==> config.mk <==
export PLATFORM = sky130hd
export DESIGN_NAME = flash_page_reader
export DESIGN_NICKNAME = d
export VERILOG_FILES = /design/src/rtl/flash_rd_pkg.sv /design/src/rtl/frd_page_track.sv /design/src/rtl/frd_wait_ctr.sv /design/src/rtl/frd_idle_ctr.sv /design/src/rtl/flash_page_reader.sv
export SDC_FILE = /design/constraint.sdc
export NUM_CORES = 1
export LEC_CHECK = 0
export BUFFER_PORTS_ARGS = -buffer_cell sky130_fd_sc_hd__buf_2
export CORE_MARGIN = 8
export CORE_UTILIZATION = 30
export DETAILED_ROUTE_END_ITERATION = 10
export PLACE_DENSITY_LB_ADDON = 0.1
export SETUP_SLACK_MARGIN = 0.1
export SYNTH_ARGS = -nofsm -noshare
export SYNTH_HDL_FRONTEND = slang
export SYNTH_SLANG_ARGS = --single-unit
==> constraint.sdc <==
create_clock -name clk_i -period 2.35 [get_ports clk_i]
set_input_delay 0.1175 -clock clk_i [delete_from_list [all_inputs] [get_ports clk_i]]
set_output_delay 0.1175 -clock clk_i [all_outputs]
set_load 0.01 [all_outputs]
==> src/rtl/flash_rd_pkg.sv <==
package flash_rd_pkg;

  typedef enum logic [0:0] {
    ST_IDLE = 1'b0,
    ST_WAIT = 1'b1
  } rd_state_e;

  function automatic int unsigned max_of(input int unsigned a, input int unsigned b);
    return (a > b) ? a : b;
  endfunction

endpackage

==> src/rtl/frd_page_track.sv <==
module frd_page_track #(
  parameter int unsigned TAG_W = 20
) (
  input  logic             clk_i,
  input  logic             rst_ni,
  input  logic [TAG_W-1:0] tag_i,
  input  logic             load_i,
  input  logic             flush_i,
  output logic             hit_o
);

  logic [TAG_W-1:0] tag_q;
  logic             vld_q;

  always_ff @(posedge clk_i or negedge rst_ni) begin
    if (!rst_ni) begin
      tag_q <= '0;
      vld_q <= 1'b0;
    end else if (flush_i) begin
      vld_q <= 1'b0;
    end else if (load_i) begin
      tag_q <= tag_i;
      vld_q <= 1'b1;
    end
  end

  assign hit_o = vld_q && (tag_q == tag_i);

endmodule

==> src/rtl/frd_wait_ctr.sv <==
module frd_wait_ctr #(
  parameter int unsigned CNT_W = 3
) (
  input  logic             clk_i,
  input  logic             rst_ni,
  input  logic             load_i,
  input  logic [CNT_W-1:0] load_val_i,
  input  logic             run_i,
  output logic             zero_o
);

  logic [CNT_W-1:0] cnt_q;

  always_ff @(posedge clk_i or negedge rst_ni) begin
    if (!rst_ni) begin
      cnt_q <= '0;
    end else if (load_i) begin
      cnt_q <= load_val_i;
    end else if (run_i && (cnt_q != '0)) begin
      cnt_q <= cnt_q - 1'b1;
    end
  end

  assign zero_o = (cnt_q == '0);

endmodule

==> src/rtl/frd_idle_ctr.sv <==
module frd_idle_ctr #(
  parameter int unsigned IDLE_MAX = 6
) (
  input  logic clk_i,
  input  logic rst_ni,
  input  logic clear_i,
  input  logic tick_i,
  output logic expire_o
);

  localparam int unsigned IW = $clog2(IDLE_MAX + 1);

  logic [IW-1:0] cnt_q;
  logic          last;

  assign last     = (cnt_q == IW'(IDLE_MAX - 1));
  assign expire_o = tick_i && last;

  always_ff @(posedge clk_i or negedge rst_ni) begin
    if (!rst_ni) begin
      cnt_q <= '0;
    end else if (clear_i || expire_o) begin
      cnt_q <= '0;
    end else if (tick_i) begin
      cnt_q <= cnt_q + 1'b1;
    end
  end

endmodule

==> src/rtl/flash_page_reader.sv <==
module flash_page_reader
  import flash_rd_pkg::*;
#(
  parameter int unsigned ADDR_W     = 23,
  parameter int unsigned DATA_W     = 16,
  parameter int unsigned WORD_OFS_W = 3,
  parameter int unsigned T_ACC      = 7,
  parameter int unsigned T_PAGE     = 2,
  parameter int unsigned T_OE       = 3,
  parameter int unsigned IDLE_MAX   = 6
) (
  input  logic              clk_i,
  input  logic              rst_ni,
  input  logic              req_valid_i,
  output logic              req_ready_o,
  input  logic [ADDR_W-1:0] req_addr_i,
  output logic              rsp_valid_o,
  output logic [DATA_W-1:0] rsp_data_o,
  output logic [ADDR_W-1:0] flash_addr_o,
  output logic              flash_ce_no,
  output logic              flash_oe_no,
  input  logic [DATA_W-1:0] flash_data_i
);

  localparam int unsigned TAG_W     = ADDR_W - WORD_OFS_W;
  localparam int unsigned MISS_WAIT = max_of(max_of(T_ACC, T_OE), 1);
  localparam int unsigned HIT_WAIT  = max_of(T_PAGE, 1);
  localparam int unsigned CNT_W     = $clog2(MISS_WAIT + 1);

  rd_state_e         state_q;
  logic [ADDR_W-1:0] addr_q;
  logic              ce_n_q, oe_n_q;
  logic              rsp_valid_q;
  logic [DATA_W-1:0] rsp_data_q;

  logic              accept, page_hit, wait_zero, idle_tick, idle_close, capture;
  logic [CNT_W-1:0]  wait_load;

  assign accept    = req_valid_i && (state_q == ST_IDLE);
  assign capture   = (state_q == ST_WAIT) && wait_zero;
  assign idle_tick = (state_q == ST_IDLE) && !req_valid_i && !ce_n_q;
  assign wait_load = page_hit ? CNT_W'(HIT_WAIT - 1) : CNT_W'(MISS_WAIT - 1);

  // open page; flushed whenever chip enable is released
  frd_page_track #(.TAG_W(TAG_W)) u_page (
    .clk_i  (clk_i),
    .rst_ni (rst_ni),
    .tag_i  (req_addr_i[ADDR_W-1:WORD_OFS_W]),
    .load_i (accept),
    .flush_i(idle_close),
    .hit_o  (page_hit)
  );

  frd_wait_ctr #(.CNT_W(CNT_W)) u_wait (
    .clk_i     (clk_i),
    .rst_ni    (rst_ni),
    .load_i    (accept),
    .load_val_i(wait_load),
    .run_i     (state_q == ST_WAIT),
    .zero_o    (wait_zero)
  );

  frd_idle_ctr #(.IDLE_MAX(IDLE_MAX)) u_idle (
    .clk_i   (clk_i),
    .rst_ni  (rst_ni),
    .clear_i (accept || (state_q == ST_WAIT)),
    .tick_i  (idle_tick),
    .expire_o(idle_close)
  );

  always_ff @(posedge clk_i or negedge rst_ni) begin
    if (!rst_ni) begin
      state_q     <= ST_IDLE;
      addr_q      <= '0;
      ce_n_q      <= 1'b1;
      oe_n_q      <= 1'b1;
      rsp_valid_q <= 1'b0;
      rsp_data_q  <= '0;
    end else begin
      rsp_valid_q <= capture;
      if (capture) rsp_data_q <= flash_data_i;
      unique case (state_q)
        ST_IDLE: begin
          if (accept) begin
            state_q <= ST_WAIT;
            addr_q  <= req_addr_i;
            ce_n_q  <= 1'b0;
            oe_n_q  <= 1'b0;
          end else if (idle_close) begin
            ce_n_q  <= 1'b1;
            oe_n_q  <= 1'b1;
          end
        end
        ST_WAIT: begin
          if (wait_zero) state_q <= ST_IDLE;
        end
        default: state_q <= ST_IDLE;
      endcase
    end
  end

  assign req_ready_o  = (state_q == ST_IDLE);
  assign rsp_valid_o  = rsp_valid_q;
  assign rsp_data_o   = rsp_data_q;
  assign flash_addr_o = addr_q;
  assign flash_ce_no  = ce_n_q;
  assign flash_oe_no  = oe_n_q;

endmodule

# After elaboration in Yosys (flattened, before gate mapping)
# Cells that the tools add are included.
[totals]
word_cells = 46
inputBits = 42
register_bits = 69
[op_classes]
n_addsub = 2
n_mux = 12
n_reduce_logical = 19
bitwise_logic = 2
eq_ne = 2
[ops]
columns = ["cell", "n"]
rows = [
  ["$eq 20x20->1", 1],
  ["$mux 3", 5],
  ["$logic_and 1x1->1", 7],
  ["$mux 1", 6],
  ["$reduce_and 2->1", 3],
  ["$reduce_bool 2->1", 3],
  ["$add 3x1->3 const B", 1],
  ["$eq 3x3->1 const B", 1],
  ["$logic_not 3->1", 1],
  ["$reduce_bool 3->1", 1],
  ["$sub 3x1->3 const B", 1],
  ["$logic_not 1->1", 2],
  ["$logic_or 1x1->1", 2],
  ["$not 1->1", 2],
  ["$pmux 1 s2", 1],
]

# Depth between registers and ports, before layout
# Gate-level depths: netlist of the first run.
[depth]
word_depth = 6
depth_mapped = 7
mapped_depth_nobuf = 7

# Hierarchy
# From an unflattened synthesis of the first run, not the netlist that was laid out.
[hier_totals]
hier_cells = 207
area_unflattened_um2 = 2966.6
[modules_own_cells]
columns = ["module", "n_inst", "area_per_inst_um2", "cells_per_inst"]
rows = [
  ["flash_page_reader", 1, 1604.0, 97],
  ["frd_page_track", 1, 998.5, 73],
  ["frd_wait_ctr", 1, 190.2, 19],
  ["frd_idle_ctr", 1, 173.9, 18],
]

# Least setup slack after synthesis of the first run
# No wires, ideal clock.
[synth_timing]
kind = "flip-flop to flip-flop"
start = "register u_wait.cnt_q[0]"
end = "register u_wait.cnt_q[0]"
arrival_time_ns = 1.260
slack_ns = 0.971
period_less_slack_ns = 1.379
setup_ns = 0.120
required_time_ns = 2.230
n_path_buf = 0
path_stages_with_launch = 8
cell_sequence = "dfrtp_1 inv_1 ha_1 nand3b_4 inv_2 nor2_2 a21oi_1 a31o_1"
[synth_via]
elab_chain_len = 3
[synth_rtl]
columns = ["item", "line", "source"]
rows = [
  ["start, declared", "frd_wait_ctr.sv:12", "logic [CNT_W-1:0] cnt_q;"],
  ["start signal, assigned", "frd_wait_ctr.sv:18", "cnt_q <= load_val_i;"],
  ["start signal, assigned", "frd_wait_ctr.sv:20", "cnt_q <= cnt_q - 1'b1;"],
  ["$sub 3x1->3 / $reduce_bool 3->1 (equally long branches)", "frd_wait_ctr.sv:20, frd_wait_ctr.sv:19", ""],
  ["$mux 3 / $logic_and 1x1->1 (equally long branches)", "frd_wait_ctr.sv:19", "end else if (run_i && (cnt_q != '0)) begin"],
  ["$mux 3 / $reduce_bool 2->1 (equally long branches)", "--", ""],
]
# Several ways; a longest one is shown, not always the timed one. The select of a mux whose other input is x is not followed.
# A chain may end at the register's enable or synchronous reset.

# Worst setup path after layout of the first run
[layout_timing]
start = "register u_wait.cnt_q[0]"
end = "register u_wait.cnt_q[1]"
# Same word-level chain as after synthesis.

==> report_table.html, run 1 <==
<table>
<tr><th>Metric</th><th>Value</th></tr>
<tr><th colspan="2">Setup path</th></tr>
<tr><td>Launching element type of the critical path</td><td>register</td></tr>
<tr><td>Critical path class</td><td>reg2reg</td></tr>
<tr><td>Worst setup path endpoint</td><td>u_wait.cnt_q[1]</td></tr>
<tr><td>Required time of the critical path</td><td>2.56 ns</td></tr>
<tr><td>Worst setup EP type</td><td>register</td></tr>
<tr><td>Capturing point of the worst reg2reg path</td><td>u_wait.cnt_q[1]</td></tr>
<tr><td>R2R Path Start</td><td>u_wait.cnt_q[0]</td></tr>
<tr><td>Startpoint of the worst setup timing path</td><td>u_wait.cnt_q[0]</td></tr>
<tr><td>R2R cell count</td><td>7</td></tr>
<tr><td>Worst-path fanout max</td><td>19</td></tr>
<tr><td>Minimum setup slack among reg-to-reg paths</td><td>0.60 ns</td></tr>
<tr><td>Data arrival time of the critical path</td><td>1.95 ns</td></tr>
<tr><th colspan="2">Power and ir drop</th></tr>
<tr><td>Maximum vdd drop</td><td>0.000585 V</td></tr>
<tr><td>Pleak</td><td>2.09 nW</td></tr>
<tr><td>Power after layout</td><td>4.60 mW</td></tr>
<tr><td>Power Dens Cells</td><td>~1200 nW/um^2</td></tr>
<tr><th colspan="2">Clock tree</th></tr>
<tr><td># clock sinks</td><td>69</td></tr>
<tr><td>Total setup buffers inserted after CTS</td><td>0</td></tr>
<tr><td>CTS root buf</td><td>sky130_fd_sc_hd__clkbuf_8</td></tr>
<tr><td>CTS buffer count</td><td>9</td></tr>
<tr><td>H-tree depth reported by CTS</td><td>3</td></tr>
<tr><td>Clock tree from TritonCTS</td><td>built</td></tr>
<tr><td>Maximum number of buffers from clock root to sink</td><td>2</td></tr>
<tr><td>Source-to-sink clock delay at the later pin of the worst-skew pair</td><td>between 0.3 and 0.4 ns</td></tr>
<tr><td>Worst-path clk slew</td><td>roughly 0.08 ns</td></tr>
<tr><th colspan="2">Floorplan</th></tr>
<tr><td>Floorplan die width</td><td>114 microns</td></tr>
<tr><td>Rows</td><td>35</td></tr>
<tr><td>Overall die area</td><td>13000 sq um</td></tr>
<tr><td>Core region area</td><td>9280 sq um</td></tr>
<tr><td>Die Ht</td><td>114 microns</td></tr>
<tr><td>Starting density of the core</td><td>a little under a third</td></tr>
<tr><td>Total I/O pin count</td><td>between 80 and 90</td></tr>
<tr><th colspan="2">Placement</th></tr>
<tr><td>Buffers on Ports</td><td>84</td></tr>
<tr><td>Detailed placement HPWL</td><td>a little over 5000 microns</td></tr>
<tr><td>Total cell area at the placement stage</td><td>3440 sq um</td></tr>
<tr><td>Instance count after placement with tap cells included</td><td>514</td></tr>
<tr><td>Placer's final routability congestion estimate</td><td>between 0.6 and 0.7</td></tr>
<tr><td>Worst setup slack before clock tree synthesis</td><td>0.600 ns</td></tr>
<tr><th colspan="2">Routing</th></tr>
<tr><td>Final wirelength</td><td>7240 microns</td></tr>
<tr><td>Vias per Instance</td><td>4.28</td></tr>
<tr><td>Per-cell routed wire length</td><td>between 10 and 15 microns</td></tr>
<tr><td>Number of routed nets with antenna violations</td><td>0</td></tr>
<tr><td>Number of design-rule violations left by the first detailed-router iteration</td><td>67</td></tr>
<tr><td>Via count</td><td>about 2400</td></tr>
<tr><td>First-pass detailed-route iteration total</td><td>4</td></tr>
<tr><td>DRC violations left</td><td>0</td></tr>
<tr><th colspan="2">Synthesis</th></tr>
<tr><td>Yosys warnings</td><td>0</td></tr>
<tr><td>Average footprint of a synthesized cell</td><td>just over 9 sq um</td></tr>
<tr><td>Most instantiated library cell after synthesis</td><td>sky130_fd_sc_hd__nand2_1</td></tr>
<tr><td>Number of synthesized register bits</td><td>69</td></tr>
<tr><td>Synth Instances</td><td>slightly above 300</td></tr>
<tr><td>Synth top area cells</td><td>sky130_fd_sc_hd__dfrtp_1, sky130_fd_sc_hd__nand2_1, sky130_fd_sc_hd__xnor2_1</td></tr>
<tr><td>Synth top cells by count</td><td>sky130_fd_sc_hd__nand2_1, sky130_fd_sc_hd__dfrtp_1, sky130_fd_sc_hd__inv_1, sky130_fd_sc_hd__o21ai_0</td></tr>
<tr><td>Share of synthesized flip-flops with an asynchronous set or reset</td><td>100%</td></tr>
<tr><td>Post-synthesis sequential area ratio</td><td>60.1%</td></tr>
<tr><td>Net count after synthesis</td><td>355</td></tr>
<tr><td>Cell type with the highest aggregate area in the netlist</td><td>sky130_fd_sc_hd__dfrtp_1</td></tr>
<tr><td>Number of enable-type register cells in the synthesized netlist</td><td>0</td></tr>
<tr><td>Post-synth design cell area</td><td>2880 sq um</td></tr>
<tr><td>Share of Yosys cell area claimed by the top area cell type</td><td>approximately three fifths</td></tr>
<tr><td>Number of different library cells in the post-synthesis netlist</td><td>34</td></tr>
<tr><td>Main synth FF type</td><td>sky130_fd_sc_hd__dfrtp_1</td></tr>
<tr><th colspan="2">STA</th></tr>
<tr><td>Slew at the pin closest to its max-slew limit</td><td>~0.48 ns</td></tr>
<tr><td>Final setup TNS</td><td>0 ns</td></tr>
<tr><td>Hold WS</td><td>0.0243 ns</td></tr>
<tr><td>Worst slew margin</td><td>67.9%</td></tr>
<tr><td>Final critical-path share of the clock period</td><td>74.3%</td></tr>
<tr><td>Pins Over Slew Limit</td><td>0</td></tr>
<tr><td>Post-route setup slack</td><td>approximately 0.60 ns</td></tr>
<tr><td>Shortest clock period the worst path allows after layout</td><td>1.75 ns</td></tr>
<tr><td>Final clock skew</td><td>0.00985 ns</td></tr>
<tr><td>Final hold vios</td><td>0</td></tr>
<tr><td>Max Clk Rate</td><td>between 500 and 600 MHz</td></tr>
<tr><td>Final setup violating endpoints</td><td>0</td></tr>
<tr><td>Setup repair after global routing missed its margin</td><td>no</td></tr>
<tr><th colspan="2">Global routing</th></tr>
<tr><td>Gr ovfl total</td><td>0</td></tr>
<tr><td>Via count of the first global-routing pass</td><td>approximately 2500</td></tr>
<tr><td>Pin count of the biggest net entering global routing</td><td>51</td></tr>
<tr><td>Antenna violations before repair</td><td>0</td></tr>
<tr><td>Combined global-route utilization of all metal layers</td><td>11.8%</td></tr>
<tr><td>Global-route wire length before repair</td><td>12100 microns</td></tr>
<tr><th colspan="2">Outcome</th></tr>
<tr><td>Status</td><td>finished clean</td></tr>
<tr><th colspan="2">Cells and area</th></tr>
<tr><td>Post-route design area</td><td>3860 sq um</td></tr>
<tr><td>Total Nets Final</td><td>463</td></tr>
<tr><td>Filler cells</td><td>988</td></tr>
<tr><td>Area occupied by multi-input gates</td><td>1040 sq um</td></tr>
<tr><td>Diodes inserted</td><td>0</td></tr>
<tr><td>Area taken by flip-flops and latches</td><td>between 1500 and 2000 sq um</td></tr>
<tr><td>Layout overhead on the synthesized area</td><td>34.2%</td></tr>
<tr><td>Layout Cells excl Fill</td><td>around 550</td></tr>
<tr><td>Final Util</td><td>between 40% and 50%</td></tr>
<tr><td>Ratio of cells with drive above 1 in the final layout</td><td>26.5%</td></tr>
<tr><th colspan="2">Min path</th></tr>
<tr><td>Min-delay worst type</td><td>in2reg</td></tr>
<tr><th colspan="2">Run</th></tr>
<tr><td>Max-cap violations</td><td>0</td></tr>
</table>
worst max-delay path: stages, from the launching register on:
cell and delay (ns):
sky130_fd_sc_hd__dfrtp_1 0.41, sky130_fd_sc_hd__inv_1 0.09, sky130_fd_sc_hd__ha_1 0.22, sky130_fd_sc_hd__nand3b_4 0.23, sky130_fd_sc_hd__inv_2 0.34, sky130_fd_sc_hd__nor2_2 0.12, sky130_fd_sc_hd__o21ai_0 0.16, sky130_fd_sc_hd__a31oi_1 0.05
cell usage in the layout, fill, tap and decap left out, drive strengths merged, types with 3 or more instances in the layout:
cell           n
a21oi          3
a22oi          6
buf           88
clkbuf        11
clkinv         3
dfrtp         68
dlygate4sd3   21
ha             4
inv           15
nand2        147
nor2           6
nor3           3
o21ai         12
xnor2          7
xor2           3
sequential cells by signal, indices dropped and copies added, names as in the netlist:
register      cells
flash_addr_o     23
flash_oe_no       1
rsp_data_o       16
rsp_valid_o       1
state_q           1
u_idle.cnt_q      3
u_page.tag_q     20
u_page.vld_q      1
u_wait.cnt_q      3
cell type report:
class / instances / share of cell area [%]
sequential: 69 / 44.8
multi-input combinational: 214 / 26.9
timing repair buffer: 109 / 17.4
tap: 129 / 4.18
clock buffer: 11 / 3.92
clock inverter: 5 / 1.49
inverter: 14 / 1.36
worst min path at each step:
stage                     slack [ns]  depth (start not counted)               end           start
after detailed placement        0.12                          1   flash_addr_o[9]          rst_ni
after CTS                      0.004                          3  flash_addr_o[22]  req_addr_i[22]
after floorplan                -0.18                          0   flash_addr_o[0]          rst_ni
final                           0.02                          3  flash_addr_o[22]  req_addr_i[22]
after global routing           0.003                          3  flash_addr_o[21]  req_addr_i[21]
after global placement          0.12                          1   flash_addr_o[9]          rst_ni
power by group:
part / total (mW) / internal, mW / switching, mW
sequential: 2.01 / 1.72 / 0.293
clock: 0.993 / 0.550 / 0.443
combinational: 1.60 / 0.691 / 0.906
total: 4.60 / 2.96 / 1.64
logic make-up (layout without fill, tap and decap cells):
group | count (synthesis) | in the layout | share of synthesized area, %
buf+inv | 26 | 139 | 3.96
simple gates | 167 | 167 | 23.6
flops | 69 | 69 | 60.1
xor+xnor | 10 | 10 | 3.05
fa+ha+maj | 4 | 4 | 1.74
mux | 1 | 1 | 0.348
compound gates | 32 | 32 | 7.26
layer usage:
metal / routed length (microns) / vias up / share of wire [%] / global-route usage [%]
met2: 3460 / 48 / 48 / 18.5
met1: 3290 / 1099 / 45 / 14.4
met3: 376 / 11 / 5.2 / 3.54
met4: 118 / 0 / 1.6 / 5.86
met5: 0 / - / 0 / 0
li1: - / 1202 / - / -
repair_timing:
item / 4_1_cts / 5_1_grt
endpoints found under the hold margin: 39 / 0
gates resized for setup: 0 / 0
hold buffers: 21 / 0
endpoints found under the setup margin: 0 / 0
No activity file was read; power rests on OpenSTA's default activity.
==> run 2, diff against run 1 <==
Settings changed: ABC_AREA set to 1.
Clock period 2.35 ns to 1.5 ns, I/O delays scaled along.
==> run 2 against run 1 <==
  * Cell area is 12% higher
  * Global-route usage is 0.55 points higher
  * Clock-buffer cell count stayed put
  * Worst setup slack worse by 0.39 ns
  * Flip-flop and latch count stayed put
  * Critical endpoint is now u_wait.cnt_q[2]
  * Largest cell class unchanged
  * Largest power group is now combinational logic
==> report_table.html, run 2 <==
<table>
<tr><th>Metric</th><th>Value</th></tr>
<tr><th colspan="2">Global routing</th></tr>
<tr><td>Via count of the first global-routing pass</td><td>2800 (was 2523)</td></tr>
<tr><td>GRT met2 Usage</td><td>20.2% (was 18.5%)</td></tr>
<tr><td>Met3 layer usage reported by global route</td><td>2.77% (was 3.54%)</td></tr>
<tr><td>Gr ovfl total</td><td>0 (unchanged)</td></tr>
<tr><td>Antenna violations before repair</td><td>0 (unchanged)</td></tr>
<tr><td>Global-route wire length before repair</td><td>13300 microns (was 12100 microns)</td></tr>
<tr><td>GR Util met1</td><td>15.7% (was 14.4%)</td></tr>
<tr><td>Pin count of the biggest net entering global routing</td><td>32 (was 51)</td></tr>
<tr><td>Combined global-route utilization of all metal layers</td><td>12.3% (was 11.8%)</td></tr>
<tr><td>Most Used Layer, Global Route</td><td>met2 (unchanged)</td></tr>
<tr><th colspan="2">Routing</th></tr>
<tr><td>Number of design-rule violations left by the first detailed-router iteration</td><td>67 (unchanged)</td></tr>
<tr><td>Final wirelength</td><td>7820 microns (was 7240 microns)</td></tr>
<tr><td>Number of routed nets with antenna violations</td><td>0 (unchanged)</td></tr>
<tr><td>Per-cell routed wire length</td><td>12.1 microns (was 13.1 microns)</td></tr>
<tr><td>DRC violations left</td><td>0 (unchanged)</td></tr>
<tr><td>First-pass detailed-route iteration total</td><td>4 (unchanged)</td></tr>
<tr><td>Via count</td><td>2667 (was 2360)</td></tr>
<tr><td>Vias per Instance</td><td>4.13 (was 4.28)</td></tr>
<tr><th colspan="2">STA</th></tr>
<tr><td>Slew at the pin closest to its max-slew limit</td><td>0.420 ns (was 0.481 ns)</td></tr>
<tr><td>Max Clk Rate</td><td>780 MHz</td></tr>
<tr><td>Final setup TNS</td><td>0 ns (unchanged)</td></tr>
<tr><td>Pins Over Slew Limit</td><td>0 (unchanged)</td></tr>
<tr><td>Final clock skew</td><td>0.0108 ns (was 0.00985 ns)</td></tr>
<tr><td>Setup repair after global routing missed its margin</td><td>no (unchanged)</td></tr>
<tr><td>Final critical-path share of the clock period</td><td>a little under nine tenths</td></tr>
<tr><td>Final hold vios</td><td>0 (unchanged)</td></tr>
<tr><td>Final setup violating endpoints</td><td>0 (unchanged)</td></tr>
<tr><td>Shortest clock period the worst path allows after layout</td><td>between 1 and 1.5 ns</td></tr>
<tr><td>Worst slew margin</td><td>72.0% (was 67.9%)</td></tr>
<tr><th colspan="2">Floorplan</th></tr>
<tr><td>Total I/O pin count</td><td>85 (unchanged)</td></tr>
<tr><td>Starting density of the core</td><td>30.3% (was 31.0%)</td></tr>
<tr><td>Core region area</td><td>10100 sq um (was 9280 sq um)</td></tr>
<tr><td>Floorplan die width</td><td>117 microns (was 114 microns)</td></tr>
<tr><td>Rows</td><td>37 (was 35)</td></tr>
<tr><td>Overall die area</td><td>13700 sq um (was 13000 sq um)</td></tr>
<tr><td>Die Ht</td><td>117 microns (was 114 microns)</td></tr>
<tr><th colspan="2">Min path</th></tr>
<tr><td>Min-delay worst type</td><td>in2reg (unchanged)</td></tr>
<tr><th colspan="2">Run</th></tr>
<tr><td>Max-cap violations</td><td>0 (unchanged)</td></tr>
<tr><th colspan="2">Clock tree</th></tr>
<tr><td>Worst-path clk slew</td><td>0.08 ns (about the same)</td></tr>
<tr><td>CTS root buf</td><td>sky130_fd_sc_hd__clkbuf_8 (unchanged)</td></tr>
<tr><td>Maximum number of buffers from clock root to sink</td><td>2 (unchanged)</td></tr>
<tr><td>Clock tree from TritonCTS</td><td>built (unchanged)</td></tr>
<tr><td>CTS buffer count</td><td>9 (unchanged)</td></tr>
<tr><td>H-tree depth reported by CTS</td><td>3 (unchanged)</td></tr>
<tr><td># clock sinks</td><td>69 (unchanged)</td></tr>
<tr><td>Source-to-sink clock delay at the later pin of the worst-skew pair</td><td>0.34 ns (about the same)</td></tr>
<tr><th colspan="2">Outcome</th></tr>
<tr><td>Status</td><td>finished clean (unchanged)</td></tr>
<tr><th colspan="2">Cells and area</th></tr>
<tr><td>Most common library cell in the layout ignoring fill and taps</td><td>sky130_fd_sc_hd__nand2_1 (unchanged)</td></tr>
<tr><td>Area occupied by multi-input gates</td><td>1120 sq um (was 1040 sq um)</td></tr>
<tr><td>Top library cells by usage in the layout, fill and taps aside</td><td>sky130_fd_sc_hd__nand2_1, sky130_fd_sc_hd__buf_2, sky130_fd_sc_hd__dfrtp_1, sky130_fd_sc_hd__inv_1, sky130_fd_sc_hd__dlygate4sd3_1 (was sky130_fd_sc_hd__nand2_1, sky130_fd_sc_hd__buf_2, sky130_fd_sc_hd__dfrtp_1, sky130_fd_sc_hd__dlygate4sd3_1)</td></tr>
<tr><td>Number of flip-flops under the largest register name</td><td>23 (unchanged)</td></tr>
<tr><td>Diodes inserted</td><td>0 (unchanged)</td></tr>
<tr><td>Area taken by flip-flops and latches</td><td>1730 sq um (unchanged)</td></tr>
<tr><td>Total Nets Final</td><td>551 (was 463)</td></tr>
<tr><td>Filler cells</td><td>1065 (was 988)</td></tr>
<tr><td>Ratio of cells with drive above 1 in the final layout</td><td>28.4% (was 26.5%)</td></tr>
<tr><td>Layout overhead on the synthesized area</td><td>41.0% (was 34.2%)</td></tr>
<tr><th colspan="2">Synthesis</th></tr>
<tr><td>Synth top area cells</td><td>sky130_fd_sc_hd__dfrtp_1, sky130_fd_sc_hd__nand2_1, sky130_fd_sc_hd__inv_1 (was sky130_fd_sc_hd__dfrtp_1, sky130_fd_sc_hd__nand2_1, sky130_fd_sc_hd__xnor2_1)</td></tr>
<tr><td>Synth Instances</td><td>372 (was 309)</td></tr>
<tr><td>Synth top cells by count</td><td>sky130_fd_sc_hd__nand2_1, sky130_fd_sc_hd__dfrtp_1, sky130_fd_sc_hd__inv_1, sky130_fd_sc_hd__nor2_1, sky130_fd_sc_hd__o21ai_0 (was sky130_fd_sc_hd__nand2_1, sky130_fd_sc_hd__dfrtp_1, sky130_fd_sc_hd__inv_1, sky130_fd_sc_hd__o21ai_0)</td></tr>
<tr><td>Share of synthesized flip-flops with an asynchronous set or reset</td><td>100% (unchanged)</td></tr>
<tr><td>Yosys warnings</td><td>0 (unchanged)</td></tr>
<tr><td>Number of synthesized register bits</td><td>69 (unchanged)</td></tr>
<tr><td>Average footprint of a synthesized cell</td><td>8.23 sq um (was 9.31 sq um)</td></tr>
<tr><td>Most instantiated library cell after synthesis</td><td>sky130_fd_sc_hd__nand2_1 (unchanged)</td></tr>
<tr><td>Cell type with the highest aggregate area in the netlist</td><td>sky130_fd_sc_hd__dfrtp_1 (unchanged)</td></tr>
<tr><td>Number of different library cells in the post-synthesis netlist</td><td>22 (was 34)</td></tr>
<tr><td>Share of Yosys cell area claimed by the top area cell type</td><td>55.6% (was 59.2%)</td></tr>
<tr><td>Post-synthesis sequential area ratio</td><td>56.5% (was 60.1%)</td></tr>
<tr><td>Post-synth design cell area</td><td>3060 sq um (was 2880 sq um)</td></tr>
<tr><td>Main synth FF type</td><td>sky130_fd_sc_hd__dfrtp_1 (unchanged)</td></tr>
<tr><td>Net count after synthesis</td><td>418 (was 355)</td></tr>
<tr><td>Number of enable-type register cells in the synthesized netlist</td><td>0 (unchanged)</td></tr>
<tr><th colspan="2">Setup path</th></tr>
<tr><td>Startpoint of the worst setup timing path</td><td>req_addr_i[12] (was u_wait.cnt_q[0])</td></tr>
<tr><td>Critical path class</td><td>in2reg (was reg2reg)</td></tr>
<tr><td>Worst setup EP type</td><td>register (unchanged)</td></tr>
<tr><td>Minimum setup slack among reg-to-reg paths</td><td>0.23 ns (was 0.60 ns)</td></tr>
<tr><td>Worst-path fanout max</td><td>3 (was 19)</td></tr>
<tr><td>Capturing point of the worst reg2reg path</td><td>rsp_data_o[10] (was u_wait.cnt_q[1])</td></tr>
<tr><td>R2R Path Start</td><td>u_wait.cnt_q[0] (unchanged)</td></tr>
<tr><td>Data arrival time of the critical path</td><td>1.51 ns (was 1.95 ns)</td></tr>
<tr><td>R2R cell count</td><td>7 (unchanged)</td></tr>
<tr><td>Launching element type of the critical path</td><td>primary input (was register)</td></tr>
<tr><td>Worst setup path endpoint</td><td>u_wait.cnt_q[2] (was u_wait.cnt_q[1])</td></tr>
<tr><td>Required time of the critical path</td><td>1.73 ns (was 2.56 ns)</td></tr>
<tr><th colspan="2">Power and ir drop</th></tr>
<tr><td>Maximum vdd drop</td><td>0.000651 V (was 0.000585 V)</td></tr>
<tr><td>Power after layout</td><td>7.87 mW (was 4.60 mW)</td></tr>
<tr><td>Pleak</td><td>2.42 nW (was 2.09 nW)</td></tr>
<tr><td>Fraction of power spent switching nets</td><td>38.4% (was 35.7%)</td></tr>
<tr><td>Clock network fraction of design power</td><td>19.5% (was 21.6%)</td></tr>
<tr><td>Sequential group share of total power</td><td>40.1% (was 43.7%)</td></tr>
<tr><td>Power Dens Cells</td><td>1820 nW/um^2 (was 1190 nW/um^2)</td></tr>
<tr><td>Power spent charging and discharging nets</td><td>3.02 mW (was 1.64 mW)</td></tr>
<tr><td>Logic gate share of total power</td><td>40.4% (was 34.7%)</td></tr>
<tr><td>Internal power summed over all cells</td><td>4.85 mW (was 2.96 mW)</td></tr>
<tr><th colspan="2">Placement</th></tr>
<tr><td>Buffers on Ports</td><td>84 (unchanged)</td></tr>
<tr><td>Placer's final routability congestion estimate</td><td>0.744 (was 0.676)</td></tr>
<tr><td>Detailed placement HPWL</td><td>5590 microns (was 5160 microns)</td></tr>
</table>
-- run 2: cell count changes after synthesis, sizes merged, moves of 3 or more --
cell    before  now
clkbuf       3    0
nor2         6   19
a22oi        6    0
nand3        1    7
inv         14   46
o21ai       12   26
nor3         3    0
nand2      147  185
xnor2        7    0
-- run 2: worst min-delay path by stage --
stage	start	endpoint	cells past startpoint
global route	req_addr_i[14]	u_page.tag_q[11]	3
CTS	req_addr_i[17]	u_page.tag_q[14]	3
floorplan	rst_ni	flash_addr_o[0]	0
finish	req_addr_i[14]	u_page.tag_q[11]	3
detailed placement	rst_ni	rsp_valid_o	1
global placement	rst_ni	rsp_data_o[8]	1
-- run 2: power by group through the flow --
| stage | sequential [mW] | clock [mW] | combinational, mW |
|---|---|---|---|
| global placement | 3.17 | 0 | 3.09 |
| finish | 3.16 | 1.54 | 3.18 |
| detailed placement | 3.17 | 0 | 3.11 |
| CTS | 3.15 | 1.59 | 3.20 |
| floorplan | 3.38 | 0 | 1.74 |
| global route | 3.26 | 1.67 | 3.65 |
-- run 2: layout make-up --
type	count	area share, %
timing repair buffer	131	21.2
sequential	69	40.1
clock inverter	5	1.39
clock buffer	11	3.28
inverter	46	4.12
multi-input combinational	248	26.0
tap	136	3.94
-- run 2: timing repair --
item,in CTS,in global routing
hold buffers,38,0
buffers inserted,0,1
setup endpoints to repair,0,3
gates resized for setup,0,21
endpoints found under the hold margin,76,0
-- run 2: routing by layer --
layer	share of wire, %	wire length, microns
met1	48	3740
met2	46	3560
met3	5.8	455
met4	0.81	63
met5	0	0
-- run 2: worst max-delay path, cell delays in order --
cell	delay (ns)
sky130_fd_sc_hd__dlygate4sd3_1	0.53
sky130_fd_sc_hd__buf_2	0.14
sky130_fd_sc_hd__nand2_2	0.06
sky130_fd_sc_hd__nand2_1	0.05
sky130_fd_sc_hd__nor2_1	0.12
sky130_fd_sc_hd__nand2_1	0.08
sky130_fd_sc_hd__nor2_2	0.13
sky130_fd_sc_hd__nand3_2	0.09
sky130_fd_sc_hd__nand2_2	0.10
sky130_fd_sc_hd__nand2_2	0.05
sky130_fd_sc_hd__nand2_1	0.05
sky130_fd_sc_hd__nand2_1	0.04
-- run 2: cells by family after synthesis --
group,Yosys count,share of synthesized area [%]
flip-flops,69,56.5
AND/OR/NAND/NOR,213,27.7
adder cells (fa/ha/maj),4,1.64
XOR/XNOR,1,0.286
buffers and inverters,55,8.14
AO/OA/AOI/OAI,30,5.76
-- run 2: stage by stage --
| stage | util, % | hold WS [ns] | instances | setup WS, ns | cell area, sq um |
|---|---|---|---|---|---|
| 6_report | 42.7 | 0.0246 | 646 | 0.218 | 4310 |
| 5_1_grt | 42.7 | 0.0176 | 646 | 0.103 | 4310 |
| 3_5_place_dp | 36.5 | 0.0412 | 591 | 0.149 | 3680 |
| 2_1_floorplan | - | -0.221 | 372 | 0.269 | 3060 |
| 3_3_place_gp | 36.5 | 0.0495 | 591 | 0.164 | 3680 |
| 4_1_cts | 42.2 | 0.00379 | 645 | 0.134 | 4260 |
